===== config.mk =====
export PLATFORM = sky130hd
export DESIGN_NAME = pri_irq_arbiter
export DESIGN_NICKNAME = d
export VERILOG_FILES = /design/src/rtl/pri_irq_pkg.sv /design/src/rtl/pri_irq_chain_cell.sv /design/src/rtl/pri_irq_ctrl.sv /design/src/rtl/pri_irq_datapath.sv /design/src/rtl/pri_irq_arbiter.sv
export SDC_FILE = /design/constraint.sdc
export NUM_CORES = 1
export LEC_CHECK = 0
export ABC_CLOCK_PERIOD_IN_PS = 1700
export BUFFER_PORTS_ARGS = -buffer_cell sky130_fd_sc_hd__buf_4
export CORE_MARGIN = 3
export CORE_UTILIZATION = 40
export CTS_CLUSTER_SIZE = 14
export DETAILED_ROUTE_END_ITERATION = 16
export HOLD_SLACK_MARGIN = 0.15
export PLACE_DENSITY = 0.86
export SLEW_MARGIN = 15
export SYNTH_ARGS = -nofsm -noshare
export SYNTH_HDL_FRONTEND = slang
export SYNTH_SLANG_ARGS = --single-unit

===== constraint.sdc =====
create_clock -name clk -period 1.7 [get_ports clk]
set_clock_uncertainty 0.1 [all_clocks]
set_input_delay 0.085 -clock clk [delete_from_list [all_inputs] [get_ports clk]]
set_output_delay 0.085 -clock clk [all_outputs]
set_load 0.01 [all_outputs]

===== src/rtl/pri_irq_pkg.sv =====
package pri_irq_pkg;

  typedef enum logic [1:0] {
    ST_IDLE    = 2'd0,
    ST_GRANT   = 2'd1,
    ST_PRESENT = 2'd2,
    ST_RELEASE = 2'd3
  } arbState_t;

  typedef struct packed {
    logic grantLoad;
    logic grantClear;
    logic vecCapture;
  } arbStrobe_t;

endpackage


===== src/rtl/pri_irq_chain_cell.sv =====
module pri_irq_chain_cell (
  input  logic grantIn,
  input  logic reqIn,
  output logic grantPass,
  output logic ackOut
);
  // Absorb the grant when requesting, otherwise hand it downstream.
  assign ackOut    = grantIn & reqIn;
  assign grantPass = grantIn & ~reqIn;
endmodule


===== src/rtl/pri_irq_ctrl.sv =====
module pri_irq_ctrl
  import pri_irq_pkg::*;
(
  input  logic       clk,
  input  logic       rstN,
  input  logic       anyEligible,
  input  logic       anyAck,
  input  logic       ackReleased,
  input  logic       vecTaken,
  output arbStrobe_t strobe,
  output logic       vecValid
);

  arbState_t state, stateNext;

  always_comb begin
    stateNext = state;
    strobe    = '0;
    unique case (state)
      ST_IDLE: begin
        if (anyEligible) begin
          strobe.grantLoad = 1'b1;
          stateNext        = ST_GRANT;
        end
      end
      ST_GRANT: begin
        if (anyAck) begin
          strobe.vecCapture = 1'b1;
          stateNext         = ST_PRESENT;
        end else begin
          strobe.grantClear = 1'b1;
          stateNext         = ST_IDLE;
        end
      end
      ST_PRESENT: begin
        if (vecTaken) stateNext = ST_RELEASE;
      end
      ST_RELEASE: begin
        if (ackReleased) begin
          strobe.grantClear = 1'b1;
          stateNext         = ST_IDLE;
        end
      end
      default: stateNext = ST_IDLE;
    endcase
  end

  always_ff @(posedge clk) begin
    if (!rstN) state <= ST_IDLE;
    else       state <= stateNext;
  end

  assign vecValid = (state == ST_PRESENT);

  // vector stays presented until the core takes it
  p_vec_held_r6: assert property (@(posedge clk) disable iff (!rstN)
    (vecValid && !vecTaken) |=> vecValid);

  // vector withdrawn on the edge that samples vecTaken
  p_vec_drop_r6: assert property (@(posedge clk) disable iff (!rstN)
    (vecValid && vecTaken) |=> !vecValid);

endmodule


===== src/rtl/pri_irq_datapath.sv =====
module pri_irq_datapath
  import pri_irq_pkg::*;
#(
  parameter int NUM_LVL     = 4,
  parameter int DEV_PER_LVL = 2,
  parameter int BASE_LVL    = 4,
  parameter int PRIO_W      = 3,
  parameter int IDX_W       = 6,
  localparam int NUM_DEV    = NUM_LVL * DEV_PER_LVL,
  localparam int ALIGN_BITS = 2,
  localparam int ADDR_W     = IDX_W + ALIGN_BITS,
  localparam int DEV_IDX_W  = (NUM_DEV > 1) ? $clog2(NUM_DEV) : 1
) (
  input  logic                     clk,
  input  logic                     rstN,
  input  arbStrobe_t               strobe,
  input  logic [NUM_DEV-1:0]       devReq,
  input  logic [NUM_DEV*IDX_W-1:0] devVecIdx,
  input  logic                     prioWe,
  input  logic [PRIO_W-1:0]        prioIn,
  output logic [NUM_LVL-1:0]       grantOut,
  output logic [NUM_DEV-1:0]       devAck,
  output logic [PRIO_W-1:0]        curPrio,
  output logic [ADDR_W-1:0]        vecAddr,
  output logic [PRIO_W-1:0]        vecLevel,
  output logic                     anyEligible,
  output logic                     anyAck,
  output logic                     ackReleased
);

  logic [NUM_LVL-1:0]   lineReq;
  logic [NUM_LVL-1:0]   enableMask;
  logic [NUM_LVL-1:0]   eligible;
  logic [NUM_LVL-1:0]   winner;
  logic [NUM_LVL-1:0]   grantReg;
  logic [PRIO_W-1:0]    prioReg;
  logic [IDX_W-1:0]     vecReg, vecNext;
  logic [PRIO_W-1:0]    lvlReg, lvlNext;
  logic [DEV_IDX_W-1:0] ackIdxReg, ackIdxNext;

  // Per-line request OR and priority enable
  for (genvar l = 0; l < NUM_LVL; l++) begin : g_line
    assign lineReq[l]    = |devReq[l*DEV_PER_LVL +: DEV_PER_LVL];
    assign enableMask[l] = (prioReg < PRIO_W'(BASE_LVL + l));
  end

  assign eligible    = lineReq & enableMask;
  assign anyEligible = |eligible;

  // Highest eligible line wins: later iterations overwrite earlier ones
  always_comb begin
    winner = '0;
    for (int l = 0; l < NUM_LVL; l++) begin
      if (eligible[l]) winner = {{(NUM_LVL-1){1'b0}}, 1'b1} << l;
    end
  end

  always_ff @(posedge clk) begin
    if (!rstN)                 grantReg <= '0;
    else if (strobe.grantLoad) grantReg <= winner;
    else if (strobe.grantClear) grantReg <= '0;
  end

  assign grantOut = grantReg;

  // Daisy chains, one per line; position 0 is nearest the processor
  for (genvar l = 0; l < NUM_LVL; l++) begin : g_chain
    logic [DEV_PER_LVL:0] link;
    assign link[0] = grantReg[l];
    for (genvar k = 0; k < DEV_PER_LVL; k++) begin : g_cell
      pri_irq_chain_cell u_cell (
        .grantIn  (link[k]),
        .reqIn    (devReq[l*DEV_PER_LVL + k]),
        .grantPass(link[k+1]),
        .ackOut   (devAck[l*DEV_PER_LVL + k])
      );
    end
  end

  assign anyAck = |devAck;

  // Vector bus: the acknowledged device drives its index
  always_comb begin
    ackIdxNext = '0;
    vecNext    = '0;
    for (int d = 0; d < NUM_DEV; d++) begin
      if (devAck[d]) begin
        ackIdxNext = DEV_IDX_W'(d);
        vecNext    = devVecIdx[d*IDX_W +: IDX_W];
      end
    end
  end

  always_comb begin
    lvlNext = '0;
    for (int l = 0; l < NUM_LVL; l++) begin
      if (grantReg[l]) lvlNext = PRIO_W'(BASE_LVL + l);
    end
  end

  always_ff @(posedge clk) begin
    if (!rstN) begin
      vecReg    <= '0;
      lvlReg    <= '0;
      ackIdxReg <= '0;
    end else if (strobe.vecCapture) begin
      vecReg    <= vecNext;
      lvlReg    <= lvlNext;
      ackIdxReg <= ackIdxNext;
    end
  end

  assign ackReleased = ~devReq[ackIdxReg];
  assign vecAddr     = {vecReg, {ALIGN_BITS{1'b0}}};
  assign vecLevel    = lvlReg;

  // Processor priority: only the write port moves it
  always_ff @(posedge clk) begin
    if (!rstN)       prioReg <= '0;
    else if (prioWe) prioReg <= prioIn;
  end

  assign curPrio = prioReg;

  // never more than one line granted
  p_grant_onehot_r4: assert property (@(posedge clk) disable iff (!rstN)
    $onehot0(grantReg));

  for (genvar l = 0; l < NUM_LVL; l++) begin : g_chk
    // a fresh grant only on a level above the priority in force
    p_grant_enabled_r2: assert property (@(posedge clk) disable iff (!rstN)
      $rose(grantReg[l]) |-> ($past(prioReg) < PRIO_W'(BASE_LVL + l)));
    // no higher line was requesting when this one was granted
    p_grant_highest_r4: assert property (@(posedge clk) disable iff (!rstN)
      $rose(grantReg[l]) |-> (($past(lineReq) >> (l + 1)) == '0));
  end

endmodule


===== src/rtl/pri_irq_arbiter.sv =====
module pri_irq_arbiter
  import pri_irq_pkg::*;
#(
  parameter int NUM_LVL     = 4,
  parameter int DEV_PER_LVL = 2,
  parameter int BASE_LVL    = 4,
  parameter int PRIO_W      = 3,
  parameter int IDX_W       = 6,
  localparam int NUM_DEV    = NUM_LVL * DEV_PER_LVL,
  localparam int ADDR_W     = IDX_W + 2,
  localparam logic [PRIO_W-1:0] MAX_PRIO = '1
) (
  input  logic                     clk,
  input  logic                     rstN,
  input  logic [NUM_DEV-1:0]       devReq,
  input  logic [NUM_DEV*IDX_W-1:0] devVecIdx,
  input  logic                     vecTaken,
  input  logic                     prioWe,
  input  logic [PRIO_W-1:0]        prioIn,
  output logic [NUM_LVL-1:0]       grantOut,
  output logic [NUM_DEV-1:0]       devAck,
  output logic                     vecValid,
  output logic [ADDR_W-1:0]        vecAddr,
  output logic [PRIO_W-1:0]        vecLevel,
  output logic [PRIO_W-1:0]        curPrio
);

  arbStrobe_t strobe;
  logic       anyEligible;
  logic       anyAck;
  logic       ackReleased;

  pri_irq_ctrl u_ctrl (
    .clk        (clk),
    .rstN       (rstN),
    .anyEligible(anyEligible),
    .anyAck     (anyAck),
    .ackReleased(ackReleased),
    .vecTaken   (vecTaken),
    .strobe     (strobe),
    .vecValid   (vecValid)
  );

  pri_irq_datapath #(
    .NUM_LVL    (NUM_LVL),
    .DEV_PER_LVL(DEV_PER_LVL),
    .BASE_LVL   (BASE_LVL),
    .PRIO_W     (PRIO_W),
    .IDX_W      (IDX_W)
  ) u_dp (
    .clk        (clk),
    .rstN       (rstN),
    .strobe     (strobe),
    .devReq     (devReq),
    .devVecIdx  (devVecIdx),
    .prioWe     (prioWe),
    .prioIn     (prioIn),
    .grantOut   (grantOut),
    .devAck     (devAck),
    .curPrio    (curPrio),
    .vecAddr    (vecAddr),
    .vecLevel   (vecLevel),
    .anyEligible(anyEligible),
    .anyAck     (anyAck),
    .ackReleased(ackReleased)
  );

  // top priority keeps every grant line quiet
  p_max_prio_blocks_r3: assert property (@(posedge clk) disable iff (!rstN)
    (curPrio == MAX_PRIO && grantOut == '0) |=> (grantOut == '0));

  // presented address is longword aligned
  p_vec_aligned_r6: assert property (@(posedge clk) disable iff (!rstN)
    vecValid |-> (vecAddr[1:0] == 2'b00));

  // address and level stay put while waiting for the core
  p_vec_stable_r6: assert property (@(posedge clk) disable iff (!rstN)
    (vecValid && !vecTaken) |=> ($stable(vecAddr) && $stable(vecLevel)));

  // a vector is only presented while a grant is held
  p_vec_under_grant_r8: assert property (@(posedge clk) disable iff (!rstN)
    vecValid |-> (grantOut != '0));

  // priority holds without a write
  p_prio_hold_r7: assert property (@(posedge clk) disable iff (!rstN)
    !prioWe |=> $stable(curPrio));

endmodule


# == Word-level counts from Yosys, hierarchy flattened ==
# Index checks and enable logic that the tools add are counted.
# word_totals
input_bits,63
register_bits,21
# classes
eq_ne,6
bitwise_logic,17
n_mux,39
order_cmp,5
n_reduce_logical,9
# op_table
cell,count
two-way mux 6 bit,8
two-way mux 3 bit,9
two-way mux 2 bit,7
AND 1 bit,12
"less-than comparator 3 bit, second input constant",4
two-way mux 4 bit,3
two-way mux 1 bit,9
one-hot mux 2 bit (4 select lines),1
OR reduction 2 bit,4
OR reduction 8 bit,1
"inequality test 2 bit, second input constant",3
AND 4 bit,1
"== test 2 bit, second input constant",2
"less-than comparator 3 x 4 -> 1 bit, second input constant",1
inverter 1 bit,4
OR reduction 4 bit,1
binary-select mux 1 bit (select 3 bit),1
AND reduction 3 bit,1
"== test 2 x 1 -> 1 bit, second input constant",1
logical NOT 2 bit,1
one-hot mux 1 bit (2 select lines),1
nonzero test 2 bit,1

# == Depth between registers and ports, before layout ==
# Gate-level depths: netlist of the first run.
# logic_depth
depth_word,10
mapped_depth,7

# == By module ==
# A second synthesis of the first run with hierarchy kept.
# hier_totals
cells_unflattened,196
area_unflattened_um2,1601.5
# modules_own_cells
mod,area_per_inst_um2,cells_each,instances
pri_irq_datapath,1346.3,166,1
pri_irq_chain_cell,16.3,2,8
pri_irq_ctrl,125.1,14,1

# == Worst setup path before layout of the first run ==
# Ideal clock, no wire load.
# synth_path
kind,reg-to-reg
from,register u_dp.ackIdxReg[0]
to,register u_dp.grantReg[3] (netlist: u_dp.grantOut[3])
setup_slack_ns,0.026
t_arrival_ns,1.457
path_stages_with_launch,5
path_buffers,0
required_ns,1.483
setup_time_ns,0.117
path_cell_list,dfxtp_1 mux4_1 mux2i_4 a311oi_2 a32o_1
# synth_between
elab_chain_len,5
# synth_rtl
element,line,source
from (decl),pri_irq_datapath.sv:39,"logic [DEV_IDX_W-1:0] ackIdxReg, ackIdxNext;"
from (signal assigned),pri_irq_datapath.sv:109,ackIdxReg <= ackIdxNext;
binary-select mux 1 bit (select 3 bit),pri_irq_datapath.sv:113,assign ackReleased = ~devReq[ackIdxReg];
two-way mux 1 bit (not written as such),pri_irq_datapath.sv:113,
two-way mux 1 bit,pri_irq_ctrl.sv:39,if (ackReleased) begin
one-hot mux 1 bit (2 select lines),pri_irq_ctrl.sv:19,unique case (state)
nonzero test 2 bit (no source line),-,
to (signal assigned),pri_irq_datapath.sv:60,else if (strobe.grantLoad) grantReg <= winner;
to (decl),pri_irq_datapath.sv:35,logic [NUM_LVL-1:0] grantReg;
# No other way between the ends. The select of a mux whose other input is x is not followed.
# A chain may end at the register's enable or synchronous reset.

# == Final worst setup path of the first run ==
# layout_path
from,register u_dp.ackIdxReg[1]
to,register u_dp.grantReg[3] (netlist: u_dp.grantOut[3])
# The elaborated chain is that of the path after synthesis.

==> results.txt, run 1 <==
Yosys reg bits - 21
Synth Cell Area - 1620 µm²
I/O Pins - 90
worst reg2reg setup slack - 0.003 ns
leading area contributor after synthesis - dfxtp_1
reg2reg start - u_dp.ackIdxReg[1]
status - finished, final reports clean
vias - 2013
Starting DRT DRC Count - 211
Max Slew Vio Count - 0
worst-path cell chain - mux4_2 > mux2i_4 > a311oi_4 > a32o_1
PD cells - 552 nW/µm²
DRT antenna net count - 0
global-route usage over all layers - 0.222
WP buf/inv - 0
XOR/XNOR Fraction of Synth Area - 0
pre-CTS setup slack - -0.0476 ns
root buffer cell - clkbuf_8
layout cells sized above 1 - 0.401
max cap viols - 0
CTS sink cnt - 21
Clock Latency Late Sink - 0.26 ns
min cycle time layout - 1.70 ns
Hold Path Class - in -> reg
aggregate routed wire length - 5670 µm
crit-path max FO - 4
CP Data Arrival Time - 1.75 ns
Rows - 22
vias per inst - 5.72
DP HPWL - 4050 µm
drt drc - 0
GRT overflow - 0
largest family of logic cells by synthesized area - compound AO/OA/AOI/OAI gates
proportion of synthesized area in mux cells - 0.0627
Die X - 69.6 µm
fill count - 322
Max Clk Rate - 589 MHz
Hold Fails Final Rpt - 0
gp weighted congestion - 0.865
first drt pass iteration count - 7
fin nets - 368
worst reg-to-reg path cell count - 4
Die Y - 69.6 µm
Synth Area per Inst - 7.81 µm²
CP peak stage delay - 0.53 ns
WHS - 0.154 ns
Post-Synth Adder-Cell Area - 0
CP max stage cell - mux4_2
H-Tree Depth - 1
core area - 3770 µm²
crit end category - flop
largest net degree at the start of global routing - 26
first-pass GRT wire length - 8850 µm
LEAKAGE - 1.19 nW
FF-to-FF End - u_dp.grantOut[3]
Worst EP required - 1.76 ns
Multi-input gate area - 1040 µm²
Setup WS post-layout - 0.00298 ns
Crit. path cell count - 4
Compound-Gate Fraction of Synth Area - 0.345
area delta synth->final - 58.0%
Synth Instances - 207
CTS clk-pin slew, worst paths - 0.08 ns
TritonCTS buffer count - 3
CTS tree - yes
CP Launch Type - flop
fin crit share - 0.998
CP endpoint - u_dp.grantOut[3]
initial core utilization - 0.429
cell family contributing the most delay on the critical path - multiplexers
die area - 4840 µm²
Synth Warn # - 0
unrepaired setup endpoints after global routing - true
clk buf depth - 2
CP Launch Point - u_dp.ackIdxReg[1]
sequential standard cell area - 424 µm²
Synth cell types - 45
WL/cell - 16.1 µm
Buffers on Ports - 87
VDD IR max - 0.431 mV
Synth top area share - 0.260
vias in the first global route - 1894
# diodes - 0
Synth area leaders - dfxtp_1, o21ai_0, buf_4
Synth Area in Simple Gates - 0.208
initial antenna violation count - 0
WS Path Type - reg -> reg
sequential fraction of the synthesis area - 0.260
Final Setup Violations - 0
area by class of cell:
cell class                 count  area share
multi-input combinational    152       0.406
timing repair buffer         118       0.373
sequential                    21       0.166
tap                           48      0.0235
clock buffer                   3      0.0162
inverter                       9      0.0132
clock inverter                 1     0.00196
power by group:
group / total, W / switching [W] / internal [W] / leakage [nW]
sequential: 0.000552 / 0.0000294 / 0.000523 / 0.172
clock: 0.000332 / 0.000169 / 0.000163 / 0.0255
combinational: 0.000525 / 0.000236 / 0.000289 / 0.990
total: 0.00141 / 0.000434 / 0.000975 / 1.19
placed cells by master (no fill, tap or decap), drive strengths merged, types with 6 or more instances in the layout:
master	synthesis	layout
o211ai	7	7
o21ai	31	31
a21o	7	7
nand3	7	7
buf	19	96
nor2b	9	9
a222oi	6	6
inv	9	9
nand2	27	27
dfxtp	21	21
dlygate4sd3	0	22
worst min-delay path by stage:
stage                     cells after the start                to  slack [ns]      start
after floorplan                               2    u_dp.vecReg[0]        0.15       rstN
final                                         3  u_dp.grantOut[1]        0.15  devReq[2]
after detailed placement                      3   u_dp.curPrio[1]        0.25  prioIn[1]
after global placement                        3   u_dp.curPrio[2]        0.25  prioIn[2]
after global routing                          3  u_dp.grantOut[1]        0.17  devReq[2]
after CTS                                     3  u_dp.grantOut[1]        0.16  devReq[2]
metal layers:
metal | wire length (µm) | global-route usage
met4 | 93 | 0.0434
met1 | 2230 | 0.280
met5 | 0 | 0
met3 | 487 | 0.0551
met2 | 2870 | 0.385
what timing repair did:
item	CTS	global route
setup endpoints to repair	4	14
gates resized for setup	4	14
hold endpoints to repair	21	0
pin swaps	0	6
buffers inserted	0	0
hold buffers	22	0
metrics by stage:
step	total power, W	instances	utilization	TNS, ns	area [µm²]
global placement	0.00101	326	0.597	0	2250
global route	0.00148	352	0.678	-0.0560	2550
floorplan	0.000799	208	-	0	1620
detailed placement	0.00101	326	0.597	-0.0736	2250
CTS	0.00139	352	0.670	0	2530
finish	0.00141	352	0.678	0	2550
cell families after synthesis:
| logic type | Yosys count |
|---|---|
| buffers and inverters | 35 |
| flip-flops | 21 |
| AO/OA/AOI/OAI | 78 |
| AND/OR/NAND/NOR | 66 |
| multiplexers | 6 |
| other | 1 |
tightest hold or removal path: stages:
cell and delay (ns):
buf_4 0.16, o21ai_1 0.10, o2bb2ai_1 0.13
sequential cells by signal (all words and copies together) (netlist names), named ones only:
| register | count |
|---|---|
| u_dp.curPrio | 3 |
| u_dp.vecLevel | 3 |
| u_dp.grantOut | 4 |
| u_ctrl.state | 1 |
| u_dp.ackIdxReg | 3 |
| u_dp.vecReg | 6 |
synthesized netlist by cell type (all sizes together):
cell type and count:
a21o 7, a21oi 4, a222oi 6, a22oi 1, a2bb2oi 1, a311oi 2
a31oi 1, a32o 2, and2 5, and2b 1, and3b 1, buf 19
clkbuf 7, conb 1, dfxtp 21, inv 9, mux2i 4, mux4 2
nand2 27, nand2b 1, nand3 7, nand3b 2, nand4 3, nor2 3
nor2b 9, nor3 2, nor3b 3, nor4 1, o2111ai 5, o211a 1
o211ai 7, o21a 2, o21ai 31, o21bai 1, o2bb2ai 2, o311a 5
or2 1
No activity file was read; power rests on OpenSTA's default activity.
==> run 2, diff against run 1 <==
--- a/config.mk
+++ b/config.mk
@@ -11,9 +11,11 @@
 export CORE_UTILIZATION = 40
 export CTS_CLUSTER_SIZE = 14
 export DETAILED_ROUTE_END_ITERATION = 16
+export GPL_ROUTABILITY_DRIVEN = 0
 export HOLD_SLACK_MARGIN = 0.15
 export PLACE_DENSITY = 0.86
 export SLEW_MARGIN = 15
 export SYNTH_ARGS = -nofsm -noshare
 export SYNTH_HDL_FRONTEND = slang
+export SYNTH_HIERARCHICAL = 1
 export SYNTH_SLANG_ARGS = --single-unit
==> run 2 against run 1 <==
The run now ends with setup timing left. Register-to-register slack worse by 0.38 ns. First-iteration DRC count is 33% lower. Critical path depth is 6 higher. Global-route usage is 4.2 points higher. Count of clock-buffer cells in the layout stayed put. Flip-flop and latch count stayed put. Power is 2.5% higher. Combinational power is 4.2% higher. Non-clock buffer count is 41 higher. Critical endpoint is now u_dp/vecReg[0]. Design area is 15% higher. Worst setup slack worse by 0.38 ns.
==> results.txt, run 2 <==
status - finished, violations left
failing checks - setup timing
Max Slew Vio Count - 0 (unchanged)
commonest non-fill, non-tap cells in the layout - buf_4, dlygate4sd3_1, dfxtp_1
DRT antenna net count - 0 (unchanged)
Starting DRT DRC Count - 141 (-33%)
Sw Share - 0.293 (-0.0153)
Clock Latency Late Sink - 0.27 ns (about the same)
Max Clk Rate - 481 MHz (-18%)
clk buf depth - 2 (unchanged)
Die Y - 68.6 µm (-1.4%)
Pint - 0.00102 W (+4.8%)
CP Launch Type - flop
unrepaired setup endpoints after global routing - true
first-pass GRT wire length - 9370 µm (+5.9%)
layout cells sized above 1 - 0.537 (+0.136)
Comb pwr share - 0.379 (+0.007)
final cell count without fillers - 387 (+9.9%)
GRT overflow - 0 (unchanged)
global-route usage over all layers - 0.264 (+0.0419)
first drt pass iteration count - 4 (-3)
WS Path Type - reg -> reg
vias - 2079 (+3.3%)
CTS tree - yes
Largest Register - u_dp/vecReg
Largest register FFs - 6 (unchanged)
fin nets - 403 (+9.5%)
fin util - 0.794 (+0.116)
TritonCTS buffer count - 3 (unchanged)
CP Data Arrival Time - 2.15 ns (+0.40 ns)
commonest non-fill, non-tap cell in the layout - buf_4
Synth Instances - 192 (-7.2%)
CTS sink cnt - 21 (unchanged)
vias in the first global route - 2143 (+13%)
# diodes - 0 (unchanged)
die area - 4700 µm² (-2.8%)
I/O Pins - 90 (unchanged)
Worst EP required - 1.77 ns (about the same)
Final Setup Violations - 18 (+18)
H-Tree Depth - 1 (unchanged)
PD cells - 490 nW/µm² (-11%)
initial antenna violation count - 0 (unchanged)
core area - 3720 µm² (-1.5%)
DP HPWL - 4460 µm (+10%)
VDD IR max - 0.397 mV (-8.0%)
Synth Cell Area - 1570 µm² (-3.1%)
Setup WS post-layout - -0.378 ns (-0.381 ns)
WL/cell - 16.0 µm (-0.93%)
drt drc - 0 (unchanged)
Hold Fails Final Rpt - 0 (unchanged)
LEAKAGE - 1.39 nW (+17%)
Synth Area per Inst - 8.16 µm² (+4.5%)
area delta synth->final - 88.3%
vias per inst - 5.37 (-6.1%)
aggregate routed wire length - 6180 µm (+8.9%)
CTS clk-pin slew, worst paths - 0.08 ns (about the same)
root buffer cell - clkbuf_8
fin crit share - 1.22 (+0.224)
Die X - 68.6 µm (-1.4%)
Hold Path Class - in -> reg
Rows - 22 (unchanged)
max cap viols - 0 (unchanged)
cell total after placement - 356 (+9.2%)
Seq pwr share - 0.381 (-0.011)
initial core utilization - 0.422 (-0.00712)
largest net degree at the start of global routing - 23 (-12%)
min cycle time layout - 2.08 ns (+0.381 ns)
crit-path max FO - 5 (+1)
switching pwr - 0.000423 W (-2.6%)
Clock power frac - 0.240 (+0.004)
Tot Pwr - 0.00144 W (+2.5%)
crit end category - flop
Buffers on Ports - 87 (unchanged)
worst reg2reg setup slack - -0.38 ns (-0.38 ns)
Synth Warn # - 6 (+6)
[run 2: final timing paths]
kind	startpoint	end	cells past startpoint
setup reg to reg	u_dp/grantOut[3]	u_dp/vecReg[0]	10
hold / removal	devReq[3]	u_dp/grantOut[1]	3
hold reg to reg	u_dp/vecLevel[1]	u_dp/vecLevel[1]	1
setup / recovery	u_dp/grantOut[3]	u_dp/vecReg[0]	10
[run 2: final cells by class]
| type | instances | area, µm² |
|---|---|---|
| multi-input combinational | 145 | 1120 |
| clock buffer | 3 | 41.3 |
| tap | 48 | 60.1 |
| clock inverter | 1 | 5.00 |
| fill | 260 | 767 |
| sequential | 21 | 425 |
| timing repair buffer | 159 | 1260 |
| inverter | 10 | 37.5 |
[run 2: power groups by stage]
stage	sequential, W	combinational, W	clock [W]
after floorplan	0.000564	0.000192	0
after global placement	0.000557	0.000441	0
after detailed placement	0.000559	0.000452	0
after CTS	0.000549	0.000516	0.000352
after global routing	0.000555	0.000588	0.000377
final	0.000551	0.000547	0.000347
[run 2: worst max-delay path, cell delays in order (launching register included)]
cell and delay, ns:
dfxtp_2 0.33, and2b_2 0.18, and2_4 0.14, or2_4 0.24, nor3_4 0.14, nand2_1 0.10, and3b_2 0.27, nand2_4 0.09
a221oi_2 0.05, o2bb2ai_1 0.13, a31o_2 0.21
[run 2: stage by stage]
stage | area, µm² | hold WS, ns | setup WS [ns] | setup TNS [ns]
detailed placement | 2570 | 0.259 | -0.540 | -8.19
global placement | 2570 | 0.241 | -0.375 | -5.55
finish | 2950 | 0.148 | -0.378 | -5.06
floorplan | 1630 | 0.113 | -0.443 | -5.37
global route | 2950 | 0.158 | -0.440 | -6.24
CTS | 2890 | 0.151 | -0.328 | -4.89
[run 2: metal layers]
metal  track usage  routed length (µm)
met5             0                   0
met4        0.0993                 133
met3        0.0470                 502
met2         0.490                3080
met1         0.297                2460
[run 2: what timing repair did]
item,in CTS,in global routing
setup endpoints to repair,18,18
hold buffers,22,0
cloned,0,0
buffers inserted,3,3
resized for setup,13,15
hold endpoints to repair,21,0
pin swaps,7,2
